==> src/rtl/ifu_pkg.sv <==
package ifu_pkg;

    localparam int PC_W   = 12;
    localparam int BYTE_W = 8;
    localparam int NIB_W  = BYTE_W / 2;

    typedef logic [PC_W-1:0]   pc_t;
    typedef logic [BYTE_W-1:0] byte_t;
    typedef logic [NIB_W-1:0]  nib_t;

    typedef enum logic [0:0] {
        PH_HEAD = 1'b0,
        PH_TAIL = 1'b1
    } phase_e;

    typedef struct packed {
        byte_t b0;
        byte_t b1;
        logic  two;
        pc_t   at;
    } instr_t;

    // Upper nibble values that always mean a long instruction
    localparam nib_t LONG_A = nib_t'(4'h1);
    localparam nib_t LONG_B = nib_t'(4'h4);
    localparam nib_t LONG_C = nib_t'(4'h5);
    localparam nib_t LONG_D = nib_t'(4'h7);
    // Nibble that is long only when bit 0 is clear
    localparam nib_t LONG_E = nib_t'(4'h2);

    function automatic logic is_two_byte(byte_t op);
        nib_t hi;
        hi = op[BYTE_W-1:NIB_W];
        if (hi == LONG_A || hi == LONG_B || hi == LONG_C || hi == LONG_D)
            return 1'b1;
        if (hi == LONG_E)
            return ~op[0];
        return 1'b0;
    endfunction

endpackage

==> src/rtl/ifu_len_decode.sv <==
module ifu_len_decode
    import ifu_pkg::*;
(
    input  byte_t op,
    output logic  two
);
    always_comb two = is_two_byte(op);
endmodule

==> src/rtl/ifu_pointer.sv <==
module ifu_pointer
    import ifu_pkg::*;
(
    input  logic   clk,
    input  logic   rst,
    input  logic   en,
    input  logic   jump_valid,
    input  pc_t    jump_target,
    input  logic   complete,
    input  phase_e phase,
    output pc_t    mem_addr,
    output pc_t    ptr,
    output pc_t    pc
);
    pc_t ptr_q, pc_q;

    // Address presented to the memory this cycle; data arrives next cycle
    always_comb begin
        if (rst)             mem_addr = '0;
        else if (jump_valid) mem_addr = jump_target;
        else if (en)         mem_addr = ptr_q + pc_t'(1);
        else                 mem_addr = ptr_q;
    end

    always_ff @(posedge clk) begin
        ptr_q <= mem_addr;
        if (rst)             pc_q <= '0;
        else if (jump_valid) pc_q <= jump_target;
        else if (complete)   pc_q <= ptr_q + pc_t'(1);
    end

    assign ptr = ptr_q;
    assign pc  = pc_q;

    // read pointer sits on the next instruction start in head phase
    assert_head_aligned_R5: assert property (@(posedge clk) disable iff (rst)
        (phase == PH_HEAD) |-> (ptr_q == pc_q));
    // in tail phase the pointer is one byte past the start, modulo 4096
    assert_tail_offset_R6: assert property (@(posedge clk) disable iff (rst)
        (phase == PH_TAIL) |-> (ptr_q == pc_q + pc_t'(1)));
    // a jump lands in the program counter
    assert_jump_load_R8: assert property (@(posedge clk) disable iff (rst)
        jump_valid |=> (pc_q == $past(jump_target)));
    // disabled cycle keeps all address state
    assert_stall_hold_R7: assert property (@(posedge clk) disable iff (rst)
        (!en && !jump_valid) |=> ($stable(pc_q) && $stable(ptr_q)));

endmodule

==> src/rtl/ifu_sequencer.sv <==
module ifu_sequencer
    import ifu_pkg::*;
(
    input  logic   clk,
    input  logic   rst,
    input  logic   en,
    input  logic   jump_valid,
    input  byte_t  rdata,
    input  logic   head_two,
    input  pc_t    pc,
    output phase_e phase,
    output logic   complete,
    output logic   out_valid,
    output instr_t out_instr
);
    phase_e phase_q;
    byte_t  held_q;
    logic   valid_q;
    instr_t instr_q;
    logic   step;

    assign step     = en && !jump_valid;
    assign complete = step && ((phase_q == PH_TAIL) || !head_two);

    always_ff @(posedge clk) begin
        if (rst) begin
            phase_q <= PH_HEAD;
            held_q  <= '0;
            valid_q <= 1'b0;
            instr_q <= '0;
        end else if (jump_valid) begin
            phase_q <= PH_HEAD;
            valid_q <= 1'b0;
        end else begin
            valid_q <= 1'b0;
            if (en) begin
                unique case (phase_q)
                    PH_HEAD: begin
                        if (head_two) begin
                            held_q  <= rdata;
                            phase_q <= PH_TAIL;
                        end else begin
                            valid_q <= 1'b1;
                            instr_q <= '{b0: rdata, b1: '0, two: 1'b0, at: pc};
                        end
                    end
                    PH_TAIL: begin
                        valid_q <= 1'b1;
                        instr_q <= '{b0: held_q, b1: rdata, two: 1'b1, at: pc};
                        phase_q <= PH_HEAD;
                    end
                    default: phase_q <= PH_HEAD;
                endcase
            end
        end
    end

    assign phase     = phase_q;
    assign out_valid = valid_q;
    assign out_instr = instr_q;

    // a tail step always returns to head phase
    assert_tail_returns_R4: assert property (@(posedge clk) disable iff (rst)
        (phase_q == PH_TAIL && step) |=> (phase_q == PH_HEAD));
    // strobe only follows an enabled, non-jump clock
    assert_strobe_cause_R9: assert property (@(posedge clk) disable iff (rst)
        valid_q |-> $past(step));
    // short instructions carry a zero second byte
    assert_short_zero_R3: assert property (@(posedge clk) disable iff (rst)
        (valid_q && !instr_q.two) |-> (instr_q.b1 == '0));
    // nothing is delivered on the clock after a jump
    assert_jump_quiet_R8: assert property (@(posedge clk) disable iff (rst)
        jump_valid |=> !valid_q);

endmodule

==> src/rtl/instr_fetch_unit.sv <==
module instr_fetch_unit
    import ifu_pkg::*;
(
    input  logic        clk,
    input  logic        rst,
    input  logic        en,
    input  logic        jump_valid,
    input  logic [11:0] jump_target,
    output logic [11:0] mem_addr,
    input  logic [7:0]  mem_rdata,
    output logic        instr_valid,
    output logic [7:0]  instr_byte0,
    output logic [7:0]  instr_byte1,
    output logic        instr_two,
    output logic [11:0] instr_pc,
    output logic [11:0] pc
);
    phase_e phase;
    logic   complete;
    logic   head_two;
    pc_t    ptr;
    pc_t    pc_w;
    instr_t instr;

    ifu_len_decode u_len (
        .op  (mem_rdata),
        .two (head_two)
    );

    ifu_pointer u_ptr (
        .clk         (clk),
        .rst         (rst),
        .en          (en),
        .jump_valid  (jump_valid),
        .jump_target (jump_target),
        .complete    (complete),
        .phase       (phase),
        .mem_addr    (mem_addr),
        .ptr         (ptr),
        .pc          (pc_w)
    );

    ifu_sequencer u_seq (
        .clk        (clk),
        .rst        (rst),
        .en         (en),
        .jump_valid (jump_valid),
        .rdata      (mem_rdata),
        .head_two   (head_two),
        .pc         (pc_w),
        .phase      (phase),
        .complete   (complete),
        .out_valid  (instr_valid),
        .out_instr  (instr)
    );

    assign pc          = pc_w;
    assign instr_byte0 = instr.b0;
    assign instr_byte1 = instr.b1;
    assign instr_two   = instr.two;
    assign instr_pc    = instr.at;

    // the reset read targets address zero
    always_comb begin
        if (rst) assert_reset_addr_R1: assert (mem_addr == '0);
    end
    // a disabled clock re-reads the same address
    assert_addr_hold_R10: assert property (@(posedge clk) disable iff (rst)
        (!en && !jump_valid) |-> (mem_addr == ptr));

endmodule

==> config.mk <==
export PLATFORM = sky130hd
export DESIGN_NAME = instr_fetch_unit
export DESIGN_NICKNAME = d
export VERILOG_FILES = /design/src/rtl/ifu_pkg.sv /design/src/rtl/ifu_len_decode.sv /design/src/rtl/ifu_pointer.sv /design/src/rtl/ifu_sequencer.sv /design/src/rtl/instr_fetch_unit.sv
export SDC_FILE = /design/constraint.sdc
export NUM_CORES = 1
export LEC_CHECK = 0
export BUFFER_PORTS_ARGS = -buffer_cell sky130_fd_sc_hd__buf_2
export CELL_PAD_IN_SITES_DETAIL_PLACEMENT = 1
export CELL_PAD_IN_SITES_GLOBAL_PLACEMENT = 2
export CORE_MARGIN = 1.5
export CORE_UTILIZATION = 32
export CTS_BUF_LIST = sky130_fd_sc_hd__clkbuf_8
export CTS_CLUSTER_DIAMETER = 200
export DETAILED_ROUTE_END_ITERATION = 8
export PLACE_DENSITY_LB_ADDON = 0.1
export REMOVE_ABC_BUFFERS = 1
export SLEW_MARGIN = 40
export SYNTH_ARGS = -nofsm -noshare
export SYNTH_HDL_FRONTEND = slang
export SYNTH_HIERARCHICAL = 1
export SYNTH_SLANG_ARGS = --single-unit
export TNS_END_PERCENT = 5
==> constraint.sdc <==
create_clock -name clk -period 3.7 [get_ports clk]
set_clock_uncertainty 0.2 [all_clocks]
set_input_delay 0.74 -clock clk [delete_from_list [all_inputs] [get_ports clk]]
set_output_delay 0.74 -clock clk [all_outputs]
set_load 0.1 [all_outputs]
==> flow_summary_export.csv <==
group,metric,value,unit
run_status,status,"finished, final reports clean",
cells_and_area,diodes,0,
grt,grt_pass1_wl,14100,um
floorplan,coreArea,8850,um2
cts,clk_path_buf_depth,2,
placed_design,place_congestion,0.710,
cts,clock-sinks,63,
grt,grt_usage,0.182,
sta,rsz0062_at_grt,"no",
sta,setup_violations,0,
detailed_routing,first_pass_iters,4,
cells_and_area,fin_nets,436,
setup_path,startpoint_type,"primary input",
run,max_cap_violations,0,
cts,numCtsBuffers,9,
sta,fin_crit,3.32,ns
cts,path_clk_slew,0.08,ns
synthesis,synth-seq-area-share,0.427,
sta,fin_hold_ws,0.272,ns
sta,finalHoldViolCount,0,
cts,post-cts-setup-buffer-count,0,
grt,first_global_vias,2739,
min_path,hold_depth,2,
min_path,min_to,"u_seq/out_instr[18]",
setup_path,required,2.76,ns
floorplan,rows,34,
grt,gr-total-overflow,0,
detailed_routing,drtIter0Drc,76,
synthesis,yosys.area.top_type,"dfxtp_1",
cells_and_area,syn_to_final_growth,22.6,%
placed_design,dp.cells,508,
detailed_routing,num_vias,2699,
setup_path,rr_worst_depth,5,
sta,period_share,0.898,
sta,setup_ws,0.377,ns
synthesis,synth_top_area_share,0.427,
setup_path,cp-end-kind,"primary output",
synthesis,postSynthCellCount,343,
synthesis,ys_warn_count,6,
cells_and_area,post_route_cells_drive_above_1_share,0.284,
power,irDropWorstVdd,250,uV
cts,holdBufCountCts,0,
placed_design,port_buffers,77,
grt,grt_max_degree,51,
power,power,1.76,mW
cts,cts_resized,0,
cells_and_area,instances_no_fill,524,
placed_design,dp.final_hpwl,5610,um
setup_path,r2r_slack,1.67,ns
synthesis,netlist_top_cells_area,"dfxtp_1, a21oi_1, o21ai_1, nand2_1, mux2i_1",
placed_design,preCtsSetupSlack,0.344,ns
floorplan,dieHeight,99.0,um
cts,htreeDepth,3,
detailed_routing,drt-total-wl,8450,um
synthesis,netlist_area,2950,um2
setup_path,crit_fanout,12,
cts,root_buffer,"clkbuf_8",
placed_design,placed_area,3410,um2
sta,slew_viol_final,0,
synthesis,syn-mean-instance-area,8.60,um2
setup_path,cp.arrival,2.38,ns
detailed_routing,drc_errors,0,
floorplan,die_area,9800,um2
sta,slew-limit-headroom,0.503,
cells_and_area,final_area,3620,um2
cts,clock_latency,0.35,ns
min_path,hold_path_class,"reg2reg",
sta,worst_pin_slew,0.743,ns
synthesis,ys_ff_latch,63,
detailed_routing,avgViaCountPerCell,5.15,
setup_path,r2r-start,"u_seq/phase",
power,powerDensity,486,nW/um2
floorplan,ios,78,
grt,antenna_found_initial,0,
setup_path,timing.rr.end,"u_ptr/pc[5]",
synthesis,synth_cell_types,46,
setup_path,path_class,"in2out",
floorplan,chipWidth,99.0,um
min_path,min_from,"u_seq/out_instr[18]",
power,p_leak,1.43,nW
sta,fmax,0.301,GHz
detailed_routing,ant_nets,0,
floorplan,initial_core_util,0.333,
cts,cts_tree,"done",
detailed_routing,routedWlPerCell,16.1,um
## worst max path at each step
stage / end / slack [ns] / from
after floorplan: mem_addr[5] / -0.19 / en
after global placement: mem_addr[5] / 0.40 / en
after detailed placement: mem_addr[5] / 0.34 / en
after CTS: mem_addr[5] / 0.35 / en
after global routing: mem_addr[10] / 0.20 / u_ptr/ptr[1]
final: mem_addr[5] / 0.38 / en
## layout by cell type, fill, tap and decap left out, drive strengths merged, types with 5 or more instances in the layout
| master | instances |
|---|---|
| buf | 85 |
| a21oi | 58 |
| clkbuf | 10 |
| nor2 | 14 |
| nor3b | 6 |
| nand4 | 5 |
| nand3 | 15 |
| o21ai | 35 |
| o22ai | 5 |
| xnor2 | 8 |
| nor3 | 8 |
| xor2 | 9 |
| a211oi | 10 |
| mux2i | 9 |
| inv | 7 |
| nand2 | 28 |
| o21a | 7 |
| dfxtp | 63 |
## report_power, final
group          internal (mW)  total, mW  switching, mW
clock                  0.331      0.629          0.297
sequential             0.708      0.735         0.0273
combinational         0.0851      0.395          0.310
total                   1.12       1.76          0.634
## layout make-up
cell class | instances | area, um2
inverter | 7 | 26.3
multi-input combinational | 245 | 1510
timing repair buffer | 85 | 475
clock buffer | 10 | 138
clock inverter | 6 | 70.1
sequential | 63 | 1260
fill | 1092 | 5230
tap | 108 | 135
## registers in the layout (all words and copies together) (netlist names)
signal,cells
u_ptr/pc,12
u_ptr/ptr,12
u_seq/held_q,8
u_seq/out_instr,29
u_seq/out_valid,1
u_seq/phase,1
## metrics by stage
step,util,TNS (ns)
after global routing,0.409,0
after CTS,0.409,0
final,0.409,0
after detailed placement,0.385,0
after global placement,0.385,0
after floorplan,-,-0.375
## per-layer routing
layer / routed length [um] / GRT usage
met1: 4090 / 0.239
met2: 3920 / 0.295
met3: 328 / 0.0397
met4: 106 / 0.0659
met5: 0 / 0
## worst max-delay path: stages
cell	delay [ns]
buf_2	0.24
nand4_1	0.32
or3_1	0.40
a21o_1	0.18
a21oi_1	0.27
buf_12	0.22
## Yosys cell counts, drive strengths merged
master,instances
nor3b,6
xnor2,8
o21ai,35
a31oi,1
nor2,14
or4b,1
and4bb,1
o21a,7
clkbuf,10
o31a,1
a21o,2
a311o,1
nand2,28
and3b,1
dfxtp,63
or3,3
nand4,5
a211oi,10
nand2b,3
inv,7
nand3,15
buf,18
nor2b,3
nor3,8
mux2,3
o21bai,1
mux2i,9
a21oi,58
o22ai,5
xor2,9
and2b,2
a211o,2
ha,1
nor4,2
## logic make-up (layout without fill, tap and decap cells)
family,Yosys count,after routing,synth area share
AOI/OAI and AO/OA,123,123,0.246
xor gates and xnor gates,17,17,0.0505
adders and majority gates,1,1,0.00424
buffers and inverters,35,108,0.0611
DFF,63,63,0.427
muxes,12,12,0.0420
and+or+nand+nor,92,92,0.169
(Power assumes the default switching activity.)
